## config.mk

```make
export PLATFORM = sky130hd
export DESIGN_NAME = gameport_axis_unit
export DESIGN_NICKNAME = d
export VERILOG_FILES = /design/src/rtl/gp_pkg.sv /design/src/rtl/gp_ctrl.sv /design/src/rtl/gp_axis_dp.sv /design/src/rtl/gameport_axis_unit.sv
export SDC_FILE = /design/constraint.sdc
export NUM_CORES = 1
export LEC_CHECK = 0
export ABC_AREA = 0
export BUFFER_PORTS_ARGS = -buffer_cell sky130_fd_sc_hd__buf_2
export CORE_MARGIN = 4
export CORE_UTILIZATION = 56
export DETAILED_ROUTE_END_ITERATION = 16
export GPL_TIMING_DRIVEN = 0
export PLACE_DENSITY = 0.76
export SLEW_MARGIN = 20
export SYNTH_ARGS = -nofsm -noshare
export SYNTH_HDL_FRONTEND = slang
export SYNTH_HIERARCHICAL = 1
export SYNTH_SLANG_ARGS = --single-unit
```

## constraint.sdc

```tcl
create_clock -name clk -period 10.2 [get_ports clk]
set_input_delay 1.53 -clock clk [delete_from_list [all_inputs] [get_ports clk]]
set_output_delay 1.53 -clock clk [all_outputs]
set_load 0.005 [all_outputs]
```

## src/rtl/gp_pkg.sv

```systemverilog
package gp_pkg;
  localparam logic [1:0] ADDR_CFG  = 2'd0;
  localparam logic [1:0] ADDR_AXIS = 2'd1;
  localparam logic [1:0] ADDR_HW   = 2'd2;

  typedef struct packed {
    logic start;  // clear counters, begin timing
    logic tick;   // prescaled count enable
    logic latch;  // measurement finished, capture counts
    logic run;    // measurement in progress
  } gpStrobes_t;

  function automatic logic [7:0] rateDivisor(input logic [1:0] code);
    case (code)
      2'b00:   return 8'd1;
      2'b10:   return 8'd2;
      2'b01:   return 8'd20;
      default: return 8'd200;
    endcase
  endfunction
endpackage

```

## src/rtl/gp_ctrl.sv

```systemverilog
module gp_ctrl
  import gp_pkg::*;
#(
  parameter int NUM_AXES    = 4,
  parameter int SEL_W       = 2,
  parameter int RESTART_GAP = 64
) (
  input  logic                clk,
  input  logic                rstN,
  input  logic                wrEn,
  input  logic                rdEn,
  input  logic [1:0]          addr,
  input  logic [7:0]          wrData,
  input  logic                allDone,
  output gpStrobes_t          strb,
  output logic [NUM_AXES-1:0] axisEn,
  output logic [SEL_W-1:0]    axisSel,
  output logic                contMode,
  output logic [3:0]          hwCfg,
  output logic                ready,
  output logic                irqPend
);
  localparam int GAP_W = $clog2(RESTART_GAP + 1);

  logic             measuring;
  logic [7:0]       divCnt;
  logic [7:0]       divisor;
  logic             autoArm;
  logic [GAP_W-1:0] gapCnt;
  logic             trigger, autoFire, finish, rdAxis, tick;

  assign divisor  = rateDivisor(hwCfg[2:1]);
  assign trigger  = wrEn && (addr == ADDR_AXIS);
  assign rdAxis   = rdEn && (addr == ADDR_AXIS);
  assign autoFire = autoArm && (gapCnt == GAP_W'(RESTART_GAP - 1));
  assign tick     = measuring && (divCnt == divisor - 8'd1);
  assign finish   = measuring && allDone && !(trigger || autoFire);

  assign strb.start = trigger || autoFire;
  assign strb.tick  = tick;
  assign strb.latch = finish;
  assign strb.run   = measuring;

  always_ff @(posedge clk) begin
    if (!rstN) begin
      axisEn   <= '0;
      axisSel  <= '0;
      contMode <= 1'b0;
      hwCfg    <= '0;
    end else if (wrEn && addr == ADDR_CFG) begin
      axisEn   <= wrData[NUM_AXES-1:0];
      axisSel  <= wrData[4 +: SEL_W];
      contMode <= wrData[6];
    end else if (wrEn && addr == ADDR_HW) begin
      hwCfg <= wrData[3:0];
    end
  end

  always_ff @(posedge clk) begin
    if (!rstN) begin
      measuring <= 1'b0;
      divCnt    <= '0;
      ready     <= 1'b0;
      irqPend   <= 1'b0;
      autoArm   <= 1'b0;
      gapCnt    <= '0;
    end else begin
      if (strb.start) begin
        measuring <= 1'b1;
        divCnt    <= '0;
        ready     <= 1'b0;
        irqPend   <= 1'b0;
      end else if (finish) begin
        measuring <= 1'b0;
        ready     <= 1'b1;
        irqPend   <= hwCfg[0];
      end else begin
        if (measuring) divCnt <= tick ? '0 : divCnt + 8'd1;
        if (rdAxis) begin
          ready   <= 1'b0;
          irqPend <= 1'b0;
        end
      end

      if (strb.start || !contMode) autoArm <= 1'b0;
      else if (finish)             autoArm <= 1'b1;

      if (autoArm && !strb.start) gapCnt <= gapCnt + 1'b1;
      else                        gapCnt <= '0;
    end
  end
endmodule

```

## src/rtl/gp_axis_dp.sv

```systemverilog
module gp_axis_dp
  import gp_pkg::*;
#(
  parameter int NUM_AXES = 4,
  parameter int SEL_W    = 2,
  parameter int CNT_W    = 16
) (
  input  logic                clk,
  input  logic                rstN,
  input  gpStrobes_t          strb,
  input  logic [NUM_AXES-1:0] axisEn,
  input  logic [NUM_AXES-1:0] compIn,
  input  logic [SEL_W-1:0]    axisSel,
  output logic                allDone,
  output logic [NUM_AXES-1:0] chargeOut,
  output logic [CNT_W-1:0]    selResult
);
  localparam logic [CNT_W-1:0] CNT_MAX = '1;

  logic [CNT_W-1:0]    cnt    [NUM_AXES];
  logic [CNT_W-1:0]    result [NUM_AXES];
  logic [NUM_AXES-1:0] doneReg;
  logic [NUM_AXES-1:0] doneNow;

  for (genvar i = 0; i < NUM_AXES; i++) begin : g_axis
    assign doneNow[i]   = doneReg[i] || compIn[i] || (cnt[i] == CNT_MAX);
    assign chargeOut[i] = strb.run && axisEn[i] && !doneReg[i];

    always_ff @(posedge clk) begin
      if (!rstN) begin
        cnt[i]     <= '0;
        result[i]  <= '0;
        doneReg[i] <= 1'b0;
      end else begin
        if (strb.start) begin
          cnt[i]     <= '0;
          doneReg[i] <= 1'b0;
        end else if (strb.run && axisEn[i] && !doneReg[i]) begin
          if (doneNow[i])     doneReg[i] <= 1'b1;
          else if (strb.tick) cnt[i]     <= cnt[i] + 1'b1;
        end
        if (strb.latch) result[i] <= cnt[i];
      end
    end
  end

  assign allDone   = &(doneNow | ~axisEn);
  assign selResult = result[axisSel];
endmodule

```

## src/rtl/gameport_axis_unit.sv

```systemverilog
module gameport_axis_unit
  import gp_pkg::*;
#(
  parameter int NUM_AXES    = 4,
  parameter int CNT_W       = 16,
  parameter int RESTART_GAP = 64
) (
  input  logic                clk,
  input  logic                rstN,
  input  logic                wrEn,
  input  logic                rdEn,
  input  logic [1:0]          addr,
  input  logic [7:0]          wrData,
  output logic [15:0]         rdData,
  input  logic [NUM_AXES-1:0] compIn,
  output logic [NUM_AXES-1:0] chargeOut,
  output logic                irq
);
  localparam int SEL_W = $clog2(NUM_AXES);

  gpStrobes_t          strb;
  logic [NUM_AXES-1:0] axisEn;
  logic [SEL_W-1:0]    axisSel;
  logic                contMode, readyFlag, irqPend, allDone, finishStrobe;
  logic [3:0]          hwCfg;
  logic [CNT_W-1:0]    selResult;

  gp_ctrl #(.NUM_AXES(NUM_AXES), .SEL_W(SEL_W), .RESTART_GAP(RESTART_GAP)) u_ctrl (
    .clk(clk), .rstN(rstN), .wrEn(wrEn), .rdEn(rdEn), .addr(addr), .wrData(wrData),
    .allDone(allDone), .strb(strb), .axisEn(axisEn), .axisSel(axisSel),
    .contMode(contMode), .hwCfg(hwCfg), .ready(readyFlag), .irqPend(irqPend)
  );

  gp_axis_dp #(.NUM_AXES(NUM_AXES), .SEL_W(SEL_W), .CNT_W(CNT_W)) u_dp (
    .clk(clk), .rstN(rstN), .strb(strb), .axisEn(axisEn), .compIn(compIn),
    .axisSel(axisSel), .allDone(allDone), .chargeOut(chargeOut), .selResult(selResult)
  );

  assign irq          = irqPend;
  assign finishStrobe = strb.latch;

  always_comb begin
    rdData = '0;
    case (addr)
      ADDR_CFG:  rdData[7:0] = 8'({readyFlag, contMode, 2'(axisSel), 4'(axisEn)});
      ADDR_AXIS: rdData      = 16'(selResult);
      ADDR_HW:   rdData[3:0] = hwCfg;
      default:   rdData      = '0;
    endcase
  end
endmodule

```

==> results.rst <==
.. list-table::
   :header-rows: 1

   * - Metric
     - Value
   * - Run status
     - finished, final reports clean
   * - Starting DRC count in detailed routing
     - 582
   * - Crit path kind
     - in -> reg
   * - FILL cells
     - 1,012
   * - Critical path depth in cells
     - 10
   * - Core footprint
     - 14,000 um2
   * - Startpoint type of the worst setup path
     - input port
   * - Via count of the first global-routing pass
     - 5,592
   * - Min-delay worst type
     - reg -> reg
   * - Endpoint arrival time on the critical path
     - 4.57 ns
   * - Final wirelength
     - 18,400 um
   * - Hold slack
     - 0.450 ns
   * - Leakage power total
     - 3.42 nW
   * - Cells taking the most area after synthesis
     - sky130_fd_sc_hd__edfxtp_1, sky130_fd_sc_hd__dfxtp_1, sky130_fd_sc_hd__and3_1
   * - Setup TNS
     - 0 ns
   * - Final Util
     - 65.3%
   * - Maximum level of the CTS H-tree
     - 4
   * - CP max FO
     - 16
   * - Crit path capture type
     - register
   * - Number of nets with antenna violations after routing
     - 0
   * - Std-Cell Rows
     - 43
   * - Launch point of the worst path
     - addr[1]
   * - Vias
     - 5,796
   * - I/O pin count
     - 39
   * - Crit-path max cell delay
     - 0.64 ns
   * - Area used by multi-input combinational logic
     - 3290 um2
   * - Total gr overflow
     - 0
   * - Area added between synthesis and finish
     - 13.4%
   * - Transition time at the pin with the least slew margin
     - 0.839 ns
   * - Worst-case reg-to-reg path depth
     - 12
   * - Required time of the critical path
     - 10.26 ns
   * - Total of hold buffers inserted after clock tree synthesis
     - 0
   * - Period utilisation layout
     - 44.2%
   * - Post-synthesis cell type with the largest combined area
     - sky130_fd_sc_hd__edfxtp_1
   * - Cells after Synth
     - 700
   * - Post-synth EDFFs
     - 128
   * - Max Freq
     - 222 MHz
   * - Worst path top cell family by delay
     - simple AND/OR/NAND/NOR gates
   * - Drt pass-1 iters
     - 5
   * - Min-delay src
     - u_ctrl/gapCnt[0]
   * - Most frequent cells in the layout
     - sky130_fd_sc_hd__edfxtp_1, sky130_fd_sc_hd__nor2_1, sky130_fd_sc_hd__and3_1, sky130_fd_sc_hd__buf_2, sky130_fd_sc_hd__xnor2_1
   * - Placed wire-length estimate
     - 13,000 um
   * - Share of the synthesized area in the top cell type
     - 47.7%
   * - Final max-slew violation count
     - 0
   * - Clock sink total
     - 162
   * - Tot GR Track Use
     - 23.5%
   * - Average cell area after synthesis
     - 11.5 um2
   * - Number of instances on the worst hold path
     - 1
   * - Footprint of the flip-flops and latches
     - 4520 um2
   * - Global-route wire length before repair
     - 29,600 um
   * - Die Y
     - 128 um
   * - Proportion of synthesized flip-flops having asynchronous set or reset
     - 0%
   * - Port Buf Inserts
     - 37
   * - Post-CTS resize count
     - 0
   * - Peak supply drop
     - 0.122 mV
   * - CTS tree
     - built
   * - Post-CTS Setup Bufs
     - 0
   * - Number of nets in the final layout
     - 781
   * - CP bufs+invs
     - 4
   * - DR DRC count
     - 0
   * - Count of maximum capacitance violations
     - 0
   * - Die outline area
     - 16,400 um2
   * - Effective utilization at floorplan
     - 57.6%
   * - Maximum number of pins on one net before global-route repair
     - 46
   * - Power consumption
     - 1.53 mW
   * - Clock transition time at the flip-flop clock pins of the worst setup and hold paths
     - 0.06 ns
   * - Post-synth top flop
     - sky130_fd_sc_hd__edfxtp_1
   * - Most common cell after layout, fill and taps aside
     - sky130_fd_sc_hd__edfxtp_1
   * - Setup repair after global routing missed its margin
     - no
   * - Number of hold-slack violations in the final timing report
     - 0
   * - Tightest slew margin relative to the limit
     - 43.5%
   * - Placer's final routability congestion estimate
     - 0.897
   * - Crit Reg-Reg Startpoint
     - u_dp/cnt[2][0]
   * - Number of CTS-inserted buffers
     - 17
   * - Total of warnings raised by yosys
     - 6
   * - Fraction of final layout cells sized beyond drive strength 1
     - 16.3%
   * - Slowest stage cell, crit path
     - sky130_fd_sc_hd__nor2b_1
   * - Master cell of the clock root buffer
     - sky130_fd_sc_hd__clkbuf_16
   * - Post-DR wirelength/cell
     - 19.4 um
   * - Min Tclk post-route
     - 4.51 ns
   * - Post-synthesis instance area
     - 8060 um2
   * - Syn Nets
     - 724
   * - Count of antenna diodes in the layout
     - 0
   * - Die X-Extent
     - 128 um
   * - Final setup skew
     - 0.00941 ns
   * - Final setup violation count
     - 0
   * - Register bit count reported by yosys
     - 162
   * - Clock latency on the worst-skew pair
     - 0.43 ns
   * - Number of distinct library cells after synthesis
     - 50
   * - Cell occurring most often along the worst timing path
     - sky130_fd_sc_hd__buf_2
   * - Initial antenna violation count
     - 2
   * - Cell Pwr Density
     - 168 nW/um2
   * - Clock Path Buffers
     - 2
   * - Sequential-to-total area share from yosys stat
     - 56.2%
   * - Cells along the critical path
     - buf_2 > nand3b_1 > o21a_1 > inv_1 > nor2b_1 > and3_1 > buf_2 > nand4_1 > buf_4 > nand2_1
   * - Number of vias per cell
     - 6.11
-- per-layer routing --
metal | vias to the layer above | GRT usage (%) | share of wire [%]
met1 | 2808 | 31.0 | 42
li1 | 2701 | - | -
met4 | 4 | 8.55 | 2.7
met5 | - | 0 | 0.11
met3 | 39 | 6.46 | 8.0
met2 | 244 | 37.4 | 47
-- final cells by class --
type / instances / share of cell area (%)
Sequential cell: 162 / 49.5
Multi-Input combinational cell: 488 / 36.0
Clock buffer: 17 / 4.66
Tap cell: 180 / 2.47
Clock inverter: 14 / 2.33
Timing Repair Buffer: 38 / 2.25
Buffer: 37 / 2.18
Inverter: 13 / 0.534
-- sequential cells by signal, indices dropped and copies added (netlist names), 2 cells and up --
register / cells
u_dp/doneReg: 4
u_ctrl/hwCfg: 4
u_ctrl/axisEn: 4
u_dp/result: 64
u_ctrl/axisSel: 2
u_ctrl/divCnt: 8
u_dp/cnt: 64
u_ctrl/gapCnt: 7
-- cell usage after synthesis (8+ instances only) --
cell,number
sky130_fd_sc_hd__a21oi_1,17
sky130_fd_sc_hd__and2_2,10
sky130_fd_sc_hd__and3_1,74
sky130_fd_sc_hd__buf_4,8
sky130_fd_sc_hd__clkbuf_1,19
sky130_fd_sc_hd__dfxtp_1,34
sky130_fd_sc_hd__edfxtp_1,128
sky130_fd_sc_hd__inv_1,13
sky130_fd_sc_hd__mux2i_1,19
sky130_fd_sc_hd__mux4_2,16
sky130_fd_sc_hd__nand2_1,35
sky130_fd_sc_hd__nand3_1,28
sky130_fd_sc_hd__nand4_1,27
sky130_fd_sc_hd__nor2_1,101
sky130_fd_sc_hd__nor3_1,16
sky130_fd_sc_hd__nor4_1,15
sky130_fd_sc_hd__xnor2_1,40
sky130_fd_sc_hd__xor2_1,20
-- power by group --
group | leakage [nW] | internal, mW | switching [mW]
logic | 1.52 | 0.0325 | 0.0463
clock network | 0.291 | 0.432 | 0.260
registers | 1.61 | 0.739 | 0.0254
total | 3.42 | 1.20 | 0.331
-- final timing paths --
path / endpoint / slack, ns
setup / recovery: u_dp/cnt[3][15] / 5.69
hold / removal: u_ctrl/gapCnt[0] / 0.45
hold reg to reg: u_ctrl/gapCnt[0] / 0.45
setup reg to reg: u_dp/result[3][9] / 5.71
-- cell families after synthesis --
kind of cell | after synthesis | share of synthesized area [%]
simple gates | 350 | 23.4
flops | 162 | 56.2
xor+xnor | 60 | 6.52
buf+inv | 50 | 3.08
compound gates | 37 | 3.04
mux | 35 | 6.83
fa+ha+maj | 6 | 0.932
-- through the flow --
stage | setup WS (ns) | cell area [um2] | instances
final | 5.69 | 9130 | 949
after global routing | 5.54 | 9130 | 949
after CTS | 5.77 | 9130 | 949
after detailed placement | 5.33 | 8490 | 918
after global placement | 4.40 | 8470 | 917
after floorplan | 5.38 | 8060 | 700
Power figures use the tool's default switching activity.
